$ cat config.mk
export PLATFORM = sky130hd
export DESIGN_NAME = sram_bytelane_ctrl
export DESIGN_NICKNAME = d
export VERILOG_FILES = /design/src/rtl/sram_ctrl_pkg.sv /design/src/rtl/sram_cycle_timer.sv /design/src/rtl/sram_lane_path.sv /design/src/rtl/sram_seq_fsm.sv /design/src/rtl/sram_bytelane_ctrl.sv
export SDC_FILE = /design/constraint.sdc
export NUM_CORES = 1
export LEC_CHECK = 0
export ABC_AREA = 1
export BUFFER_PORTS_ARGS = -buffer_cell sky130_fd_sc_hd__clkbuf_2
export CELL_PAD_IN_SITES_DETAIL_PLACEMENT = 1
export CELL_PAD_IN_SITES_GLOBAL_PLACEMENT = 1
export CORE_ASPECT_RATIO = 1.4
export CORE_UTILIZATION = 34
export CTS_CLUSTER_DIAMETER = 60
export CTS_CLUSTER_SIZE = 24
export DETAILED_ROUTE_END_ITERATION = 8
export PLACE_DENSITY_LB_ADDON = 0.1
export SETUP_SLACK_MARGIN = 0.15
export SYNTH_ARGS = -nofsm -noshare
export SYNTH_HDL_FRONTEND = slang
export SYNTH_SLANG_ARGS = --single-unit
$ cat constraint.sdc
create_clock -name clk -period 2.1 [get_ports clk]
set_clock_uncertainty 0.1 [all_clocks]
set_input_delay 0.21 -clock clk [delete_from_list [all_inputs] [get_ports clk]]
set_output_delay 0.21 -clock clk [all_outputs]
set_load 0.005 [all_outputs]
$ cat src/rtl/sram_ctrl_pkg.sv
package sram_ctrl_pkg;

    typedef enum logic [2:0] {
        S_IDLE,
        S_WR_PULSE,
        S_WR_HOLD,
        S_RD_SETUP,
        S_RD_WAIT,
        S_DONE
    } seq_state_e;

    localparam int LANE_COUNT = 2;

    // Convert a duration to whole clock cycles, rounding up.
    function automatic int ns_to_cyc(input int dur_ns, input int clk_ns);
        return (dur_ns + clk_ns - 1) / clk_ns;
    endfunction

    function automatic int max3(input int a, input int b, input int c);
        int m;
        m = a;
        if (b > m) m = b;
        if (c > m) m = c;
        return m;
    endfunction

endpackage

$ cat src/rtl/sram_cycle_timer.sv
module sram_cycle_timer #(
    parameter int CNT_W = 3
) (
    input  logic             clk,
    input  logic             rst_n,
    input  logic             load,
    input  logic [CNT_W-1:0] load_val,
    output logic             expired
);

    logic [CNT_W-1:0] cnt_q;

    always_ff @(posedge clk or negedge rst_n) begin
        if (!rst_n) begin
            cnt_q <= '0;
        end else if (load) begin
            cnt_q <= load_val;
        end else if (cnt_q != '0) begin
            cnt_q <= cnt_q - 1'b1;
        end
    end

    assign expired = (cnt_q == '0);

endmodule

$ cat src/rtl/sram_lane_path.sv
module sram_lane_path #(
    parameter int LANE_W = 8
) (
    input  logic              clk,
    input  logic              rst_n,
    input  logic              latch,
    input  logic [LANE_W-1:0] wdata_in,
    input  logic              capture,
    input  logic              lane_sel,
    input  logic [LANE_W-1:0] dq_in,
    output logic [LANE_W-1:0] dq_out,
    output logic [LANE_W-1:0] rd_lane
);

    logic [LANE_W-1:0] wdata_q;
    logic [LANE_W-1:0] rdata_q;

    always_ff @(posedge clk or negedge rst_n) begin
        if (!rst_n) begin
            wdata_q <= '0;
        end else if (latch) begin
            wdata_q <= wdata_in;
        end
    end

    // An unselected lane reads back as zero.
    always_ff @(posedge clk or negedge rst_n) begin
        if (!rst_n) begin
            rdata_q <= '0;
        end else if (capture) begin
            rdata_q <= lane_sel ? dq_in : '0;
        end
    end

    assign dq_out  = wdata_q;
    assign rd_lane = rdata_q;

endmodule

$ cat src/rtl/sram_seq_fsm.sv
module sram_seq_fsm
    import sram_ctrl_pkg::*;
#(
    parameter int CNT_W    = 3,
    parameter int WP_CYC   = 6,
    parameter int HOLD_CYC = 1,
    parameter int RDW_CYC  = 6
) (
    input  logic             clk,
    input  logic             rst_n,
    input  logic             req_valid,
    input  logic             req_write,
    input  logic [1:0]       req_bmask,
    input  logic             tmr_expired,
    output logic             tmr_load,
    output logic [CNT_W-1:0] tmr_val,
    output logic             accept,
    output logic             capture,
    output logic [1:0]       lane_sel,
    output logic             ceu_n,
    output logic             cel_n,
    output logic             we_n,
    output logic             oe_n,
    output logic [1:0]       lane_drive,
    output logic             done,
    output logic             err
);

    localparam logic [CNT_W-1:0] WP_LD   = CNT_W'(WP_CYC - 1);
    localparam logic [CNT_W-1:0] HOLD_LD = CNT_W'(HOLD_CYC - 1);
    localparam logic [CNT_W-1:0] RDW_LD  = CNT_W'(RDW_CYC - 1);

    seq_state_e state_q, state_d;
    logic [1:0] mask_q;
    logic [1:0] sel_mask;

    // State register
    always_ff @(posedge clk or negedge rst_n) begin
        if (!rst_n) begin
            state_q <= S_IDLE;
        end else begin
            state_q <= state_d;
        end
    end

    // Transitions and timer control
    always_comb begin
        state_d  = state_q;
        tmr_load = 1'b0;
        tmr_val  = '0;
        accept   = 1'b0;
        capture  = 1'b0;
        unique case (state_q)
            S_IDLE: begin
                if (req_valid) begin
                    if (req_bmask == 2'b00) begin
                        state_d = S_DONE;
                    end else begin
                        accept = 1'b1;
                        if (req_write) begin
                            state_d  = S_WR_PULSE;
                            tmr_load = 1'b1;
                            tmr_val  = WP_LD;
                        end else begin
                            state_d = S_RD_SETUP;
                        end
                    end
                end
            end
            S_WR_PULSE: begin
                if (tmr_expired) begin
                    state_d  = S_WR_HOLD;
                    tmr_load = 1'b1;
                    tmr_val  = HOLD_LD;
                end
            end
            S_WR_HOLD: begin
                if (tmr_expired) begin
                    state_d = S_DONE;
                end
            end
            S_RD_SETUP: begin
                state_d  = S_RD_WAIT;
                tmr_load = 1'b1;
                tmr_val  = RDW_LD;
            end
            S_RD_WAIT: begin
                if (tmr_expired) begin
                    state_d = S_DONE;
                    capture = 1'b1;
                end
            end
            S_DONE: begin
                state_d = S_IDLE;
            end
            default: begin
                state_d = S_IDLE;
            end
        endcase
    end

    assign sel_mask = accept ? req_bmask : mask_q;
    assign lane_sel = mask_q;

    // Registered outputs decoded from the next state
    always_ff @(posedge clk or negedge rst_n) begin
        if (!rst_n) begin
            mask_q     <= 2'b00;
            ceu_n      <= 1'b1;
            cel_n      <= 1'b1;
            we_n       <= 1'b1;
            oe_n       <= 1'b1;
            lane_drive <= 2'b00;
            done       <= 1'b0;
            err        <= 1'b0;
        end else begin
            mask_q     <= sel_mask;
            ceu_n      <= 1'b1;
            cel_n      <= 1'b1;
            we_n       <= 1'b1;
            oe_n       <= 1'b1;
            lane_drive <= 2'b00;
            done       <= 1'b0;
            err        <= 1'b0;
            unique case (state_d)
                S_IDLE: begin
                end
                S_WR_PULSE: begin
                    ceu_n      <= ~sel_mask[1];
                    cel_n      <= ~sel_mask[0];
                    we_n       <= 1'b0;
                    lane_drive <= sel_mask;
                end
                S_WR_HOLD: begin
                    lane_drive <= sel_mask;
                end
                S_RD_SETUP: begin
                    ceu_n <= ~sel_mask[1];
                    cel_n <= ~sel_mask[0];
                end
                S_RD_WAIT: begin
                    ceu_n <= ~sel_mask[1];
                    cel_n <= ~sel_mask[0];
                    oe_n  <= 1'b0;
                end
                S_DONE: begin
                    done <= 1'b1;
                    err  <= (state_q == S_IDLE);
                end
                default: begin
                end
            endcase
        end
    end

endmodule

$ cat src/rtl/sram_bytelane_ctrl.sv
module sram_bytelane_ctrl
    import sram_ctrl_pkg::*;
#(
    parameter int ADDR_W   = 17,
    parameter int LANE_W   = 8,
    parameter int CLK_NS   = 10,
    parameter int T_WP_NS  = 55,
    parameter int T_WC_NS  = 70,
    parameter int T_WR_NS  = 5,
    parameter int T_DS_NS  = 30,
    parameter int T_RC_NS  = 70,
    parameter int T_ACC_NS = 70,
    parameter int T_OE_NS  = 35
) (
    input  logic                       clk,
    input  logic                       rst_n,
    input  logic                       req_valid,
    input  logic                       req_write,
    input  logic [ADDR_W-1:0]          req_addr,
    input  logic [2*LANE_W-1:0]        req_wdata,
    input  logic [1:0]                 req_bmask,
    output logic                       done,
    output logic                       done_err,
    output logic [2*LANE_W-1:0]        rd_data,
    output logic [ADDR_W-1:0]          mem_addr,
    output logic                       mem_ceu_n,
    output logic                       mem_cel_n,
    output logic                       mem_we_n,
    output logic                       mem_oe_n,
    output logic [2*LANE_W-1:0]        mem_dq_out,
    output logic [1:0]                 mem_dq_oe,
    input  logic [2*LANE_W-1:0]        mem_dq_in
);

    localparam int DATA_W   = LANE_COUNT * LANE_W;
    localparam int WP_CYC   = max3(ns_to_cyc(T_WP_NS, CLK_NS), ns_to_cyc(T_DS_NS, CLK_NS), 1);
    localparam int WC_CYC   = ns_to_cyc(T_WC_NS, CLK_NS);
    localparam int HOLD_CYC = max3(ns_to_cyc(T_WR_NS, CLK_NS), WC_CYC - WP_CYC, 1);
    localparam int RDW_CYC  = max3(ns_to_cyc(T_ACC_NS, CLK_NS) - 1,
                                   ns_to_cyc(T_OE_NS, CLK_NS),
                                   max3(ns_to_cyc(T_RC_NS, CLK_NS) - 1, 1, 1));
    localparam int CNT_MAX  = max3(WP_CYC, HOLD_CYC, RDW_CYC);
    localparam int CNT_W    = (CNT_MAX < 2) ? 1 : $clog2(CNT_MAX);

    logic             tmr_load;
    logic [CNT_W-1:0] tmr_val;
    logic             tmr_expired;
    logic             accept;
    logic             capture;
    logic [1:0]       lane_sel;
    logic [ADDR_W-1:0] addr_q;

    sram_cycle_timer #(.CNT_W(CNT_W)) u_timer (
        .clk      (clk),
        .rst_n    (rst_n),
        .load     (tmr_load),
        .load_val (tmr_val),
        .expired  (tmr_expired)
    );

    sram_seq_fsm #(
        .CNT_W    (CNT_W),
        .WP_CYC   (WP_CYC),
        .HOLD_CYC (HOLD_CYC),
        .RDW_CYC  (RDW_CYC)
    ) u_fsm (
        .clk         (clk),
        .rst_n       (rst_n),
        .req_valid   (req_valid),
        .req_write   (req_write),
        .req_bmask   (req_bmask),
        .tmr_expired (tmr_expired),
        .tmr_load    (tmr_load),
        .tmr_val     (tmr_val),
        .accept      (accept),
        .capture     (capture),
        .lane_sel    (lane_sel),
        .ceu_n       (mem_ceu_n),
        .cel_n       (mem_cel_n),
        .we_n        (mem_we_n),
        .oe_n        (mem_oe_n),
        .lane_drive  (mem_dq_oe),
        .done        (done),
        .err         (done_err)
    );

    always_ff @(posedge clk or negedge rst_n) begin
        if (!rst_n) begin
            addr_q <= '0;
        end else if (accept) begin
            addr_q <= req_addr;
        end
    end

    assign mem_addr = addr_q;

    // Lane 0 is bits 7:0 (lower enable), lane 1 is bits 15:8 (upper enable).
    for (genvar g = 0; g < LANE_COUNT; g++) begin : g_lane
        sram_lane_path #(.LANE_W(LANE_W)) u_lane (
            .clk      (clk),
            .rst_n    (rst_n),
            .latch    (accept),
            .wdata_in (req_wdata[g*LANE_W +: LANE_W]),
            .capture  (capture),
            .lane_sel (lane_sel[g]),
            .dq_in    (mem_dq_in[g*LANE_W +: LANE_W]),
            .dq_out   (mem_dq_out[g*LANE_W +: LANE_W]),
            .rd_lane  (rd_data[g*LANE_W +: LANE_W])
        );
    end

    logic unused_ok;
    assign unused_ok = &{1'b0, DATA_W[0]};

endmodule

Word-level counts from Yosys, hierarchy flattened
Index checks and enable logic that the tools add are counted.
{"block": "totals", "inputBits": 55, "word_cells": 66, "regBits": 65, "out_inout_bits": 57}
{"block": "classes", "n_addsub": 1, "n_reduce_logical": 8, "eq_ne": 9, "mux": 31, "bitwise": 2}
{"op": "3-bit 2-to-1 mux", "count": 9}
{"op": "8-bit 2-to-1 mux", "count": 2}
{"op": "1-bit 2-to-1 mux", "count": 14}
{"op": "3-bit by 2-bit equality test with 1-bit output (second input constant)", "count": 4}
{"op": "3-bit case mux with 4 select lines", "count": 1}
{"op": "3-bit equality test (second input constant)", "count": 3}
{"op": "3-bit by 1-bit equality test with 1-bit output (second input constant)", "count": 2}
{"op": "3-bit logical NOT", "count": 2}
{"op": "2-bit 2-to-1 mux", "count": 3}
{"op": "3-bit case mux with 2 select lines", "count": 1}
{"op": "2-bit OR reduction", "count": 2}
{"op": "1-bit case mux with 3 select lines", "count": 1}
{"op": "3-bit nonzero test", "count": 1}
{"op": "3-bit OR reduction", "count": 1}
{"op": "3-bit by 1-bit subtractor with 3-bit output (second input constant)", "count": 1}
{"op": "2-bit logical NOT", "count": 1}
{"op": "1-bit NOT", "count": 2}
{"op": "2-bit nonzero test", "count": 1}

Depth between registers and ports, before layout
Gate-level depths: netlist of run 1.
{"block": "logic_depth", "ltp_word": 7, "mapped_depth": 12, "depth_no_buf": 11}

Hierarchy
Synthesis of run 1 repeated with hierarchy kept, for this count alone.
{"block": "unflattened", "hier_cells": 319, "hier_area_um2": 2806.4}
{"mod": "sram_lane_path", "cells_per_inst": 69, "area_per_inst_um2": 635.6, "seq_area_each_um2": 400.4, "instances": 2}
{"mod": "sram_bytelane_ctrl", "cells_per_inst": 72, "area_per_inst_um2": 680.7, "seq_area_each_um2": 425.4, "instances": 1}
{"mod": "sram_seq_fsm", "cells_per_inst": 77, "area_per_inst_um2": 646.9, "seq_area_each_um2": 330.3, "instances": 1}
{"mod": "sram_cycle_timer", "cells_per_inst": 32, "area_per_inst_um2": 207.7, "seq_area_each_um2": 75.1, "instances": 1}

Worst setup path before layout of run 1
No wires, ideal clock.
{"block": "synth_path", "path_kind": "register to register", "startpoint": "register u_timer.cnt_q[0]", "endpoint": "register u_fsm.cel_n", "n_path_buf": 1, "required_ns": 1.921, "setup_slack_ns": 0.468, "t_arrival_ns": 1.453, "stages_incl_launch_ff": 13, "setup_time_ns": 0.079, "path_cell_list": "dfrtp_1 -> inv_1 -> ha_1 -> ha_1 -> buf_4 -> nor2_1 -> inv_1 -> nand3_1 -> nand3_2 -> inv_1 -> nand2_1 -> nand2_1 -> nand2_1"}
{"block": "synth_between", "elab_chain_cells": 6}
{"element": "from (decl)", "line_no": "sram_cycle_timer.sv:11", "text": "logic [CNT_W-1:0] cnt_q;"}
{"element": "from (signal assigned)", "line_no": "sram_cycle_timer.sv:17", "text": "cnt_q <= load_val;"}
{"element": "from (signal assigned)", "line_no": "sram_cycle_timer.sv:19", "text": "cnt_q <= cnt_q - 1'b1;"}
{"element": "3-bit logical NOT *", "line_no": "sram_cycle_timer.sv:23", "text": "assign expired = (cnt_q == '0);"}
{"element": "3-bit 2-to-1 mux, on equally long branches", "line_no": "sram_seq_fsm.sv:78, sram_seq_fsm.sv:88, sram_seq_fsm.sv:71"}
{"element": "3-bit case mux with 4 select lines *", "line_no": "sram_seq_fsm.sv:53", "text": "unique case (state_q)"}
{"element": "net u_fsm.state_d[2]", "line_no": "sram_seq_fsm.sv:33", "text": "seq_state_e state_q, state_d;"}
{"element": "3-bit by 2-bit equality test with 1-bit output (tied with other cells)", "line_no": "sram_seq_fsm.sv:125", "text": "unique case (state_d)"}
{"element": "3-bit OR reduction (no line) *"}
{"element": "1-bit 2-to-1 mux *"}
{"element": "to (signal assigned)", "line_no": "sram_seq_fsm.sv:130", "text": "cel_n <= ~sel_mask[0];"}
{"element": "to (signal assigned)", "line_no": "sram_seq_fsm.sv:139", "text": "cel_n <= ~sel_mask[0];"}
{"element": "to (signal assigned)", "line_no": "sram_seq_fsm.sv:143", "text": "cel_n <= ~sel_mask[0];"}
{"element": "to (decl)", "line_no": "sram_seq_fsm.sv:21", "text": "output logic cel_n,"}
Mark *: on every way through the listed nets, which the timed path passes. The rest lies on a longest branch.
A chain may end at the register's enable or synchronous reset.

Final worst setup path of run 1
{"block": "layout_path", "startpoint": "register u_timer.cnt_q[0]", "endpoint": "register g_lane[1].u_lane.rdata_q[6]"}
{"block": "layout_between", "elab_chain_cells": 3}
{"element": "3-bit logical NOT", "line_no": "sram_cycle_timer.sv:23"}
{"element": "1-bit 2-to-1 mux", "line_no": "sram_seq_fsm.sv:88", "text": "if (tmr_expired) begin"}
{"element": "1-bit 2-to-1 mux", "line_no": "sram_seq_fsm.sv:53"}
{"element": "to (signal assigned)", "line_no": "sram_lane_path.sv:31", "text": "rdata_q <= lane_sel ? dq_in : '0;"}
{"element": "to (decl)", "line_no": "sram_lane_path.sv:16", "text": "logic [LANE_W-1:0] rdata_q;"}
Every way passes these cells.

==> impl_results.md, run 1 <==
* Max capacitance violation total at 0
* Combinational family with the most area after synthesis: simple AND/OR/NAND/NOR gates
* Finished Layout Cells at 553
* Final Max Tran Viols at 0
* CTS Buffer Depth at 2
* Worst setup SP type: register
* Num CTS Buffers at 9
* Post-Synth Adder-Cell Area at less than 1%
* Mean number of vias per cell at roughly 4.5
* WL final at 7.23 mm
* Drt drc at 0
* Clock Power Share at between 20% and 30%
* Remaining global-route overflow at 0
* Max Clock Freq at 0.568 GHz
* Fin. Hold Viols at 0
* Reg clk slew, reported paths at 70 ps
* Post-Syn Area per Cell at around 9.1 um2
* YS warnings at 0
* Port Buffers at around 110
* Total GRT Usage at between 10% and 20%
* Most frequent cells in the layout: nand2_1, clkbuf_2, dfrtp_1
* Arr. time, crit path at 1910 ps
* Seq/Total Area, Yosys at around three fifths
* Fraction of layout cells with a size suffix above 1 at 34.7%
* Routed WL per cell at around 13 um
* Initial core utilization at a little over a third
* Vias at 2481
* Reg2Reg Setup Slack at roughly 340 ps
* Net count after synthesis at 357
* Vias in the first global route at approximately 2500
* Mux contribution to synthesized area at 0%
* Relative slew margins at 76.1%
* Synth Area in XOR/XNOR at 0%
* CP endpoint kind: register
* Power, Total at 5.28 mW
* Worst EP required at about 2300 ps
* Dpl hpwl at between 4 and 5 mm
* Post-synthesis simple-gate area fraction at 27.0%
* Layout net count at between 500 and 600
* Initial antenna violation count at 0
* Synthesized cell area at around 2700 um2
* Post-CTS Setup Inserts at 0
* Status: finished clean
* Filler Cell Count at 941
* GPL Wtd Cong at 0.813
* Cells after Synth at 300
* Worst slew pin tran at 358 ps
* Placed cells at 502
* Period utilization at 83.9%
* Worst min-delay path category: input port to register
* Ant diodes at 0
* CTS root buf: clkbuf_8
* P_leak at 2.19 nW
* Core area at around 7700 um2
* First-pass GRT wire length at 11.9 mm
* Final setup vio count at 0
* Clock Latency Late Sink at between 300 and 400 ps
* Sequential share of power at 41.7%
* ANT nets after route at 0
* Commonest non-fill, non-tap cell in the layout: nand2_1
* Largest net degree at the start of global routing at 66
* Final min period at 1760 ps
* Syn-to-layout area delta at 45.4%
* Die area at 8370 um2
* CP max FO at 32
* # IOs at 112
* 1st-iter DRT viols at 140
* Combinational Power Share at 37.3%
* H-tree depth at 3
* Synth Area in Compound Gates at 4.42%
* Psw at between 1.5 and 2 mW
* Post-route setup TNS at 0 ps
* DIE HEIGHT at between 100 and 150 um
* Netlist cell types at 24
* Switch share at 35.9%
* Unrepaired setup endpoints after global routing: false
* Internal power at 3.38 mW
* PwrDens at roughly 1300 nW/um2
* TritonRoute pass-1 iters at 4
* Row count at 38
* CTS tree: built
* Crit Path Category: register to register
* VDD IR-drop max at 0.000572 V
* Chip Width at roughly 78 um
* Yosys reg bits at between 60 and 70
* Clk sinks at between 60 and 70
sequential cells by signal, summed over array words and instances, names as in the netlist, 2 cells and up:
register               flops
u_fsm.lane_drive           2
u_fsm.lane_sel             2
u_timer.cnt_q              3
mem_addr                  17
g_lane.u_lane.dq_out      16
u_fsm.state_q              3
g_lane.u_lane.rd_lane     16
logic make-up (layout without fill, tap and decap cells):
logic type | Yosys count | in the layout
buffers and inverters | 46 | 199
adders and majority gates | 2 | 2
and+or+nand+nor | 166 | 166
AOI/OAI and AO/OA | 21 | 21
DFF | 65 | 65
worst max-delay path, stage by stage, from the launching register on:
cell	delay (ps)
dfrtp_1	380
inv_1	80
ha_1	150
ha_2	250
inv_1	130
nor3_4	210
buf_12	190
nand3_1	90
o21ai_0	90
cells in the mapped netlist:
| library cell | count | area share, % |
|---|---|---|
| nor2_2 | 5 | 1.1 |
| nor2_4 | 2 | 0.83 |
| nand4_1 | 1 | 0.23 |
| inv_1 | 29 | 4.0 |
| nor3_2 | 1 | 0.37 |
| nand3_2 | 3 | 1.1 |
| buf_4 | 6 | 1.7 |
| dfrtp_1 | 61 | 56 |
| nor3b_1 | 1 | 0.28 |
| ha_1 | 2 | 0.92 |
| buf_2 | 6 | 1.1 |
| a21oi_1 | 1 | 0.18 |
| nor2_1 | 9 | 1.2 |
| o21ai_0 | 16 | 2.9 |
| nor3_4 | 1 | 0.60 |
| nand2_1 | 119 | 16 |
| nand2_4 | 1 | 0.41 |
| o21ai_2 | 2 | 0.64 |
| nand2_2 | 2 | 0.46 |
| inv_2 | 4 | 0.55 |
| dfstp_2 | 4 | 3.9 |
| a31o_2 | 2 | 0.64 |
| buf_6 | 1 | 0.41 |
| nand3_1 | 21 | 3.9 |
stage by stage:
stage	util, %	cell area (um2)	hold WS, ps	setup slack (ps)
final	51.0	3960	20.3	339
after CTS	51.0	3950	1.12	236
after floorplan	-	2720	-186	468
after detailed placement	43.8	3390	157	294
after global placement	43.8	3390	159	355
after global routing	51.0	3960	19.5	188
cell type report:
cell class | instances | area [um2] | share of cell area (%)
Sequential cell | 65 | 1630 | 41.3
Timing Repair Buffer | 150 | 986 | 24.9
Multi-Input combinational cell | 189 | 881 | 22.3
Clock buffer | 14 | 173 | 4.37
Tap cell | 100 | 125 | 3.16
Inverter | 33 | 124 | 3.13
Clock inverter | 2 | 35.0 | 0.886
layer usage:
layer	GRT usage, %	routed length (um)	vias up
met5	0	0	-
met4	8.09	131	0
met3	4.83	332	11
met2	32.1	3650	72
met1	21.7	3110	1184
li1	-	-	1214
worst paths after layout:
check | to | cells past startpoint | start
max | g_lane[1].u_lane.rd_lane[6] | 8 | u_timer.cnt_q[0]
max reg2reg | g_lane[1].u_lane.rd_lane[6] | 8 | u_timer.cnt_q[0]
min reg2reg | mem_addr[5] | 2 | mem_addr[5]
min | g_lane[0].u_lane.rd_lane[6] | 3 | mem_dq_in[6]
max in group asynchronous | u_fsm.we_n | 3 | rst_n
min in group asynchronous | u_fsm.err | 3 | rst_n
power by group through the flow:
stage / Combinational, mW / Sequential, mW / Clock, mW
2_1_floorplan: 1.09 / 2.19 / 0
3_3_place_gp: 1.89 / 2.21 / 0
3_5_place_dp: 1.94 / 2.22 / 0
4_1_cts: 2.01 / 2.20 / 1.14
5_1_grt: 2.26 / 2.28 / 1.19
6_report: 1.97 / 2.20 / 1.11
what timing repair did:
item / in CTS / in global routing
setup endpoints to repair: 0 / 11
hold buffers: 35 / 0
endpoints found under the hold margin: 95 / 0
resized for setup: 0 / 1
Note: power is estimated with default switching activity, not from simulation.
==> inputs of run 2 (changes only) <==
--- a/config.mk
+++ b/config.mk
@@ -5,12 +5,12 @@
 export SDC_FILE = /design/constraint.sdc
 export NUM_CORES = 1
 export LEC_CHECK = 0
-export ABC_AREA = 1
+export ABC_AREA = 0
 export BUFFER_PORTS_ARGS = -buffer_cell sky130_fd_sc_hd__clkbuf_2
 export CELL_PAD_IN_SITES_DETAIL_PLACEMENT = 1
 export CELL_PAD_IN_SITES_GLOBAL_PLACEMENT = 1
 export CORE_ASPECT_RATIO = 1.4
-export CORE_UTILIZATION = 34
+export CORE_UTILIZATION = 37
 export CTS_CLUSTER_DIAMETER = 60
 export CTS_CLUSTER_SIZE = 24
 export DETAILED_ROUTE_END_ITERATION = 8
==> constraint.sdc (replaced) <==
create_clock -name clk -period 1.77 [get_ports clk]
set_clock_uncertainty 0.1 [all_clocks]
set_input_delay 0.177 -clock clk [delete_from_list [all_inputs] [get_ports clk]]
set_output_delay 0.177 -clock clk [all_outputs]
set_load 0.005 [all_outputs]
==> impl_results.md, run 2 <==
* Top cell type by total area after synthesis: dfrtp_1
* Net count after synthesis at 266 (-25%)
* Crit Path Category: register to register
* Worst min-delay path category: input port to register
* VDD IR-drop max at 0.000914 V (+60%)
* Syn-to-layout area delta at 67.3%
* Power, Total at 8.05 mW (+52%)
* Most frequent cells in the layout: clkbuf_2, dfrtp_1, dlygate4sd3_1
* PwrDens at 1740 nW/um2 (+30%)
* Cells after Synth at 209 (-30%)
* Drt drc at 0 (unchanged)
* Remaining global-route overflow at 0 (unchanged)
* Sequential share of power at 34.1% (-7.6 points)
* Area fraction of the dominant cell type after synthesis at 55.3% (-0.84 points)
* Status: finished, violations left
* 1st-iter DRT viols at 135 (-3.6%)
* CTS root buf: clkbuf_8
* Ant diodes at 0 (unchanged)
* Synthesized cell area at 2760 um2 (+1.5%)
* WHS at 72.3 ps (+52.1 ps)
* Routed WL per cell at 18.2 um (+39%)
* Largest net degree at the start of global routing at 66 (unchanged)
* Setup WS post-layout at -186 ps (-524 ps)
* Ys flop type: dfrtp_1
* Cells along the critical path: inv_2 > ha_4 > ha_4 > or4b_4 > o311a_4 > or3_1
* Setup crit end: u_fsm.we_n
* Port Buffers at 111 (unchanged)
* CP Launch Point: u_timer.cnt_q[0]
* Total GRT Usage at 24.3% (+5.7 points)
* Dpl hpwl at 5.13 mm (+7.6%)
* Final min period at 1960 ps (+194 ps)
* Relative slew margins at 76.0% (-0.12 points)
* Post-Layout Inst Area at 4620 um2 (+17%)
* Combinational Power Share at 48.2% (+11 points)
* Worst slew pin tran at 360 ps (+1.80 ps)
* Mean number of vias per cell at 4.82 (+7.4%)
* Fin. Hold Viols at 0 (unchanged)
* Core area at 7070 um2 (-8.8%)
* Vias at 2433 (-1.9%)
* TritonRoute pass-1 iters at 4 (unchanged)
* WL final at 9.20 mm (+27%)
* Clock Power Share at 17.7% (-3.3 points)
* Number of enable flip-flop cells after synthesis at 0 (unchanged)
* Reg2Reg Setup Slack at -190 ps (-520 ps)
* YS warnings at 0 (unchanged)
* DIE HEIGHT at 104 um (-3.4%)
* Slowest cell on crit path: or4b_4
* Clock Latency Late Sink at 350 ps (about the same)
* CP max FO at 5 (-84%)
* Yosys reg bits at 65 (unchanged)
* Filler Cell Count at 723 (-23%)
* First-pass GRT wire length at 13.7 mm (+15%)
* Row count at 36 (-5.3%)
* Async SR Flop Fraction at 100% (unchanged)
* Synth top area cells: dfrtp_1, mux2_4, nand2_1
* Arr. time, crit path at 2130 ps (+220 ps)
* ANT nets after route at 0 (unchanged)
* Fraction of layout cells with a size suffix above 1 at 53.7% (+19 points)
* Crit-path max cell delay at 480 ps (+100 ps)
* CP dominant cell by count: ha_4
* Chip Width at 75.0 um (-3.3%)
* GPL Wtd Cong at 0.701 (-14%)
* Initial core utilization at 39.0% (+3.9 points)
* Max reg flops at 17 (unchanged)
* Switch share at 33.9% (-2.0 points)
* Reg2reg path depth at 6 (-2)
* CP endpoint kind: register
* CTS tree: built
* P_leak at 2.31 nW (+5.4%)
* Worst setup SP type: register
* Clk sinks at 65 (unchanged)
* CTS Buffer Depth at 2 (unchanged)
* Die area at 7820 um2 (-6.6%)
* Internal power at 5.32 mW (+57%)
* Psw at 2.73 mW (+44%)
* Max Clock Freq at 0.511 GHz (-9.9%)
* Layout net count at 462 (-8.5%)
* Netlist cell types at 36 (+50%)
* Period utilization at 110% (+27 points)
* DP Area at 3600 um2 (+6.0%)
* Final setup vio count at 40 (+40)
* H-tree depth at 3 (unchanged)
* Reg clk slew, reported paths at 70 ps (about the same)
* Post-route setup TNS at -5400 ps (-5400 ps)
* Unrepaired setup endpoints after global routing: true
* Post-Syn Area per Cell at 13.2 um2 (+46%)
* Reg2reg end: u_fsm.we_n
* Worst EP required at 1940 ps (-310 ps)
* Failing checks: setup timing
* Vias in the first global route at 2604 (+2.3%)
* Top-count cell post-synth: dfrtp_1
* Num CTS Buffers at 9 (unchanged)
* Max capacitance violation total at 0 (unchanged)
* Final Max Tran Viols at 0 (unchanged)
* Commonest non-fill, non-tap cell in the layout: clkbuf_2
* Synth cell count leaders: dfrtp_1, nand2_1, mux2_4
* Worst R2R Start: u_timer.cnt_q[0]
* # IOs at 112 (unchanged)
* Initial antenna violation count at 0 (unchanged)
* Seq/Total Area, Yosys at 59.1% (-0.90 points)
==> run 2: changes by cell type in the layout (fill, tap and decap cells not counted), moves of 8 or more <==
cell	previous run	this run
buf_4	0	16
dlygate4sd3_1	35	53
nand3_1	21	3
inv_1	29	5
nand2_1	119	36
nor2_1	9	1
mux2_4	0	33
==> run 2: how the worst min path moves through the flow <==
stage / end / startpoint / depth (start not counted) / slack [ps]
final: u_fsm.lane_sel[1] / req_bmask[1] / 3 / 70
after global routing: u_fsm.lane_sel[1] / req_bmask[1] / 3 / 90
after CTS: u_fsm.lane_sel[1] / req_bmask[1] / 3 / 80
after detailed placement: g_lane[0].u_lane.rd_lane[6] / rst_n / 2 / 120
after global placement: g_lane[0].u_lane.rd_lane[6] / rst_n / 2 / 120
after floorplan: g_lane[0].u_lane.dq_out[0] / rst_n / 0 / -220
==> run 2: critical path: cells and delay by family, from the launching register on <==
| family | cells | cell delay, ps |
|---|---|---|
| flip-flops | 1 | 390 |
| AO/OA/AOI/OAI | 1 | 150 |
| adder cells (fa/ha/maj) | 2 | 320 |
| AND/OR/NAND/NOR | 2 | 850 |
| buffers and inverters | 1 | 60 |
==> run 2: what timing repair did <==
| item | 4_1_cts | 5_1_grt |
|---|---|---|
| pin swaps | 5 | 5 |
| hold buffers | 53 | 0 |
| endpoints found under the setup margin | 62 | 63 |
| buffers inserted | 5 | 2 |
| gates resized for setup | 26 | 12 |
| cloned | 2 | 2 |
| endpoints found under the hold margin | 112 | 0 |
==> run 2: routing by layer <==
metal	part of all wire (%)	up-vias	GRT usage, %	routed length [um]
met1	37	1235	26.6	3430
met5	0	-	0	0
li1	-	1117	-	-
met3	4.6	15	6.59	421
met2	56	66	42.9	5160
met4	2.1	0	9.43	189
==> run 2: final cells by class <==
class | count | area [um2] | share of cell area, %
clock buffers | 11 | 141 | 3.06
flip-flops and latches | 65 | 1630 | 35.3
repair buffers | 196 | 1490 | 32.1
inverters | 8 | 30.0 | 0.650
clock inverters | 5 | 78.8 | 1.71
multi-input cells | 125 | 1130 | 24.5
well taps | 95 | 119 | 2.57
==> run 2: power groups by stage <==
stage | combinational [mW] | clock, mW | sequential [mW]
3_5_place_dp | 3.20 | 0 | 2.72
4_1_cts | 3.61 | 1.45 | 2.70
5_1_grt | 4.22 | 1.52 | 2.83
3_3_place_gp | 3.11 | 0 | 2.69
6_report | 3.88 | 1.42 | 2.75
2_1_floorplan | 1.86 | 0 | 2.70
==> run 2: cell families (layout without fill, tap and decap cells) <==
group                    after synthesis  count (layout)  synth area share [%]
multiplexers                          34              34                  17.6
AND/OR/NAND/NOR                       56              56                  10.6
AO/OA/AOI/OAI                         33              33                  7.39
adder cells (fa/ha/maj)                2               2                 0.906
buffers and inverters                 19             220                  4.44
flip-flops                            65              65                  59.1
==> run 2: through the flow <==
stage               setup WS, ps  utilization (%)  std cells
floorplan                  -91.2                -        209
global placement            -121             50.9        425
detailed placement          -155             50.9        425
CTS                         -165             63.9        501
global route                -222             65.3        505
finish                      -186             65.3        505
==> inputs of run 3 (changes only) <==
--- a/config.mk
+++ b/config.mk
@@ -5,12 +5,12 @@
 export SDC_FILE = /design/constraint.sdc
 export NUM_CORES = 1
 export LEC_CHECK = 0
-export ABC_AREA = 0
+export ABC_AREA = 1
 export BUFFER_PORTS_ARGS = -buffer_cell sky130_fd_sc_hd__clkbuf_2
 export CELL_PAD_IN_SITES_DETAIL_PLACEMENT = 1
 export CELL_PAD_IN_SITES_GLOBAL_PLACEMENT = 1
 export CORE_ASPECT_RATIO = 1.4
-export CORE_UTILIZATION = 37
+export CORE_UTILIZATION = 34
 export CTS_CLUSTER_DIAMETER = 60
 export CTS_CLUSTER_SIZE = 24
 export DETAILED_ROUTE_END_ITERATION = 8
==> impl_results.md, run 3 (synthesis results as in run 1) <==
* Vias in the first global route at 2736 (+5.1%)
* Chip Width at 77.6 um (+3.4%)
* Combinational Power Share at 41.3% (-6.9 points)
* Max Clock Freq at 0.601 GHz (+18%)
* Worst setup SP type: register
* Initial core utilization at 35.1% (-3.9 points)
* Layout net count at 532 (+15%)
* Levels on crit path at 9 (+3)
* Clock Latency Late Sink at 340 ps (about the same)
* Max reg flops at 17 (unchanged)
* H-tree depth at 3 (unchanged)
* Clk sinks at 65 (unchanged)
* CTS Buffer Depth at 2 (unchanged)
* Crit Path Category: register to register
* Initial antenna violation count at 0 (unchanged)
* Ant diodes at 0 (unchanged)
* Die area at 8370 um2 (+7.0%)
* Sequential share of power at 39.4% (+5.3 points)
* # IOs at 112 (unchanged)
* Filler Cell Count at 871 (+20%)
* Multi-input logic area at 1100 um2 (-3.2%)
* Max capacitance violation total at 0 (unchanged)
* Switch share at 37.5% (+3.7 points)
* Drt drc at 0 (unchanged)
* Unrepaired setup endpoints after global routing: true
* CTS root buf: clkbuf_8
* Row count at 38 (+5.6%)
* Remaining global-route overflow at 0 (unchanged)
* Worst EP required at 1930 ps (about the same)
* Vias at 2649 (+8.9%)
* Period utilization at 94.0% (-17 points)
* Crit-path max cell delay at 390 ps (-90 ps)
* Routed WL per cell at 14.9 um (-18%)
* Status: finished clean
* GPL Wtd Cong at 0.754 (+7.5%)
* Largest net degree at the start of global routing at 66 (unchanged)
* VDD IR-drop max at 0.000776 V (-15%)
* ANT nets after route at 0 (unchanged)
* Hold path depth at 3 (unchanged)
* Fin. Hold Viols at 0 (unchanged)
* Mean number of vias per cell at 4.57 (-5.2%)
* Fraction of layout cells with a size suffix above 1 at 43.5% (-10 points)
* Reg clk slew, reported paths at 70 ps (about the same)
* First-pass GRT wire length at 13.4 mm (-2.7%)
* Commonest non-fill, non-tap cell in the layout: nand2_1
* Post-route setup TNS at 0 ps (+5400 ps)
* Most frequent cells in the layout: nand2_1, clkbuf_2, dfrtp_1
* Placed cells at 504 (+19%)
* Core area at 7750 um2 (+9.6%)
* TritonRoute pass-1 iters at 4 (unchanged)
* Num CTS Buffers at 9 (unchanged)
* Final min period at 1660 ps (-293 ps)
* PwrDens at 1540 nW/um2 (-12%)
* Number of buffers and inverters on the critical path at 4 (+3)
* Relative slew margins at 59.8% (-16 points)
* CP endpoint kind: register
* Cells along the critical path: inv_2 > ha_4 > ha_4 > inv_4 > nor3_4 > buf_12 > buf_12 > nand3_1 > o21ai_1
* CP max FO at 8 (+3)
* Internal power at 4.29 mW (-19%)
* DIE HEIGHT at 108 um (+3.5%)
* Finished Layout Cells at 580 (+15%)
* Total GRT Usage at 21.2% (-3.0 points)
* CTS tree: built
* Slowest cell on crit path: dfrtp_1
* Final setup vio count at 0 (-100%)
* Worst slew pin tran at 604 ps (+244 ps)
* Dpl hpwl at 4.91 mm (-4.3%)
* Syn-to-layout area delta at 64.1%
* Psw at 2.58 mW (-5.5%)
* Clock Power Share at 19.3% (+1.6 points)
* Reg area at 1630 um2 (unchanged)
* 1st-iter DRT viols at 86 (-36%)
* P_leak at 2.34 nW (+1.4%)
* WL final at 8.63 mm (-6.2%)
* Arr. time, crit path at 1830 ps (-300 ps)
* Reg2reg path depth at 9 (+3)
* CP delay by family, top: buffers and inverters
* Final Max Tran Viols at 0 (unchanged)
* Worst min-delay path category: input port to register
* Port Buffers at 111 (unchanged)
## run 3: final timing paths
| check | startpoint | endpoint | slack, ps |
|---|---|---|---|
| worst max register to register | u_timer.cnt_q[0] | g_lane[0].u_lane.rd_lane[1] | 110 |
| worst max-delay path | u_timer.cnt_q[0] | g_lane[0].u_lane.rd_lane[1] | 110 |
| min in group asynchronous | rst_n | g_lane[0].u_lane.rd_lane[2] | 280 |
| max in group asynchronous | rst_n | u_fsm.we_n | 960 |
| worst min register to register | g_lane[0].u_lane.dq_out[2] | g_lane[0].u_lane.dq_out[2] | 380 |
| worst min-delay path | req_bmask[0] | u_fsm.lane_sel[0] | 30 |
## run 3: per-layer routing
layer,vias up,wire [um],track usage [%]
met1,1292,3470,23.3
met5,-,0,0
met4,0,136,7.82
li1,1270,-,-
met2,75,4730,38.6
met3,12,291,5.93
## run 3: area by class of cell
| type | instances | share of cell area [%] |
|---|---|---|
| sequential | 65 | 36.6 |
| timing repair buffer | 177 | 28.5 |
| multi-input combinational | 189 | 24.6 |
| clock buffer | 14 | 3.87 |
| inverter | 33 | 2.83 |
| tap | 100 | 2.80 |
| clock inverter | 2 | 0.785 |
## run 3: repair_timing
item / CTS / global route
pin swaps: 4 / 9
resized for setup: 15 / 57
setup buffers: 3 / 5
gates cloned: 2 / 0
hold buffers: 49 / 1
setup endpoints to repair: 22 / 59
endpoints found under the hold margin: 109 / 1
## run 3: power by group through the flow
stage	registers, mW	logic, mW	clock network (mW)
floorplan	2.60	1.29	0
global placement	2.62	2.25	0
detailed placement	2.64	2.31	0
CTS	2.64	2.53	1.36
global route	2.79	3.17	1.43
finish	2.70	2.84	1.33
## run 3: worst min-delay path, delay by kind of cell
family          cells  cell delay, ps
buf+inv             2             150
compound gates      1              80
## run 3: metrics by stage
step	worst slack [ps]	hold WS (ps)	cell area, um2	total power [mW]	util [%]
after floorplan	155	-219	2720	3.89	-
after global placement	103	123	3400	4.87	43.8
after detailed placement	42.5	125	3400	4.96	43.8
after CTS	143	4.71	4220	6.53	54.4
after global routing	59.7	35.9	4460	7.39	57.6
final	107	35.0	4460	6.87	57.6
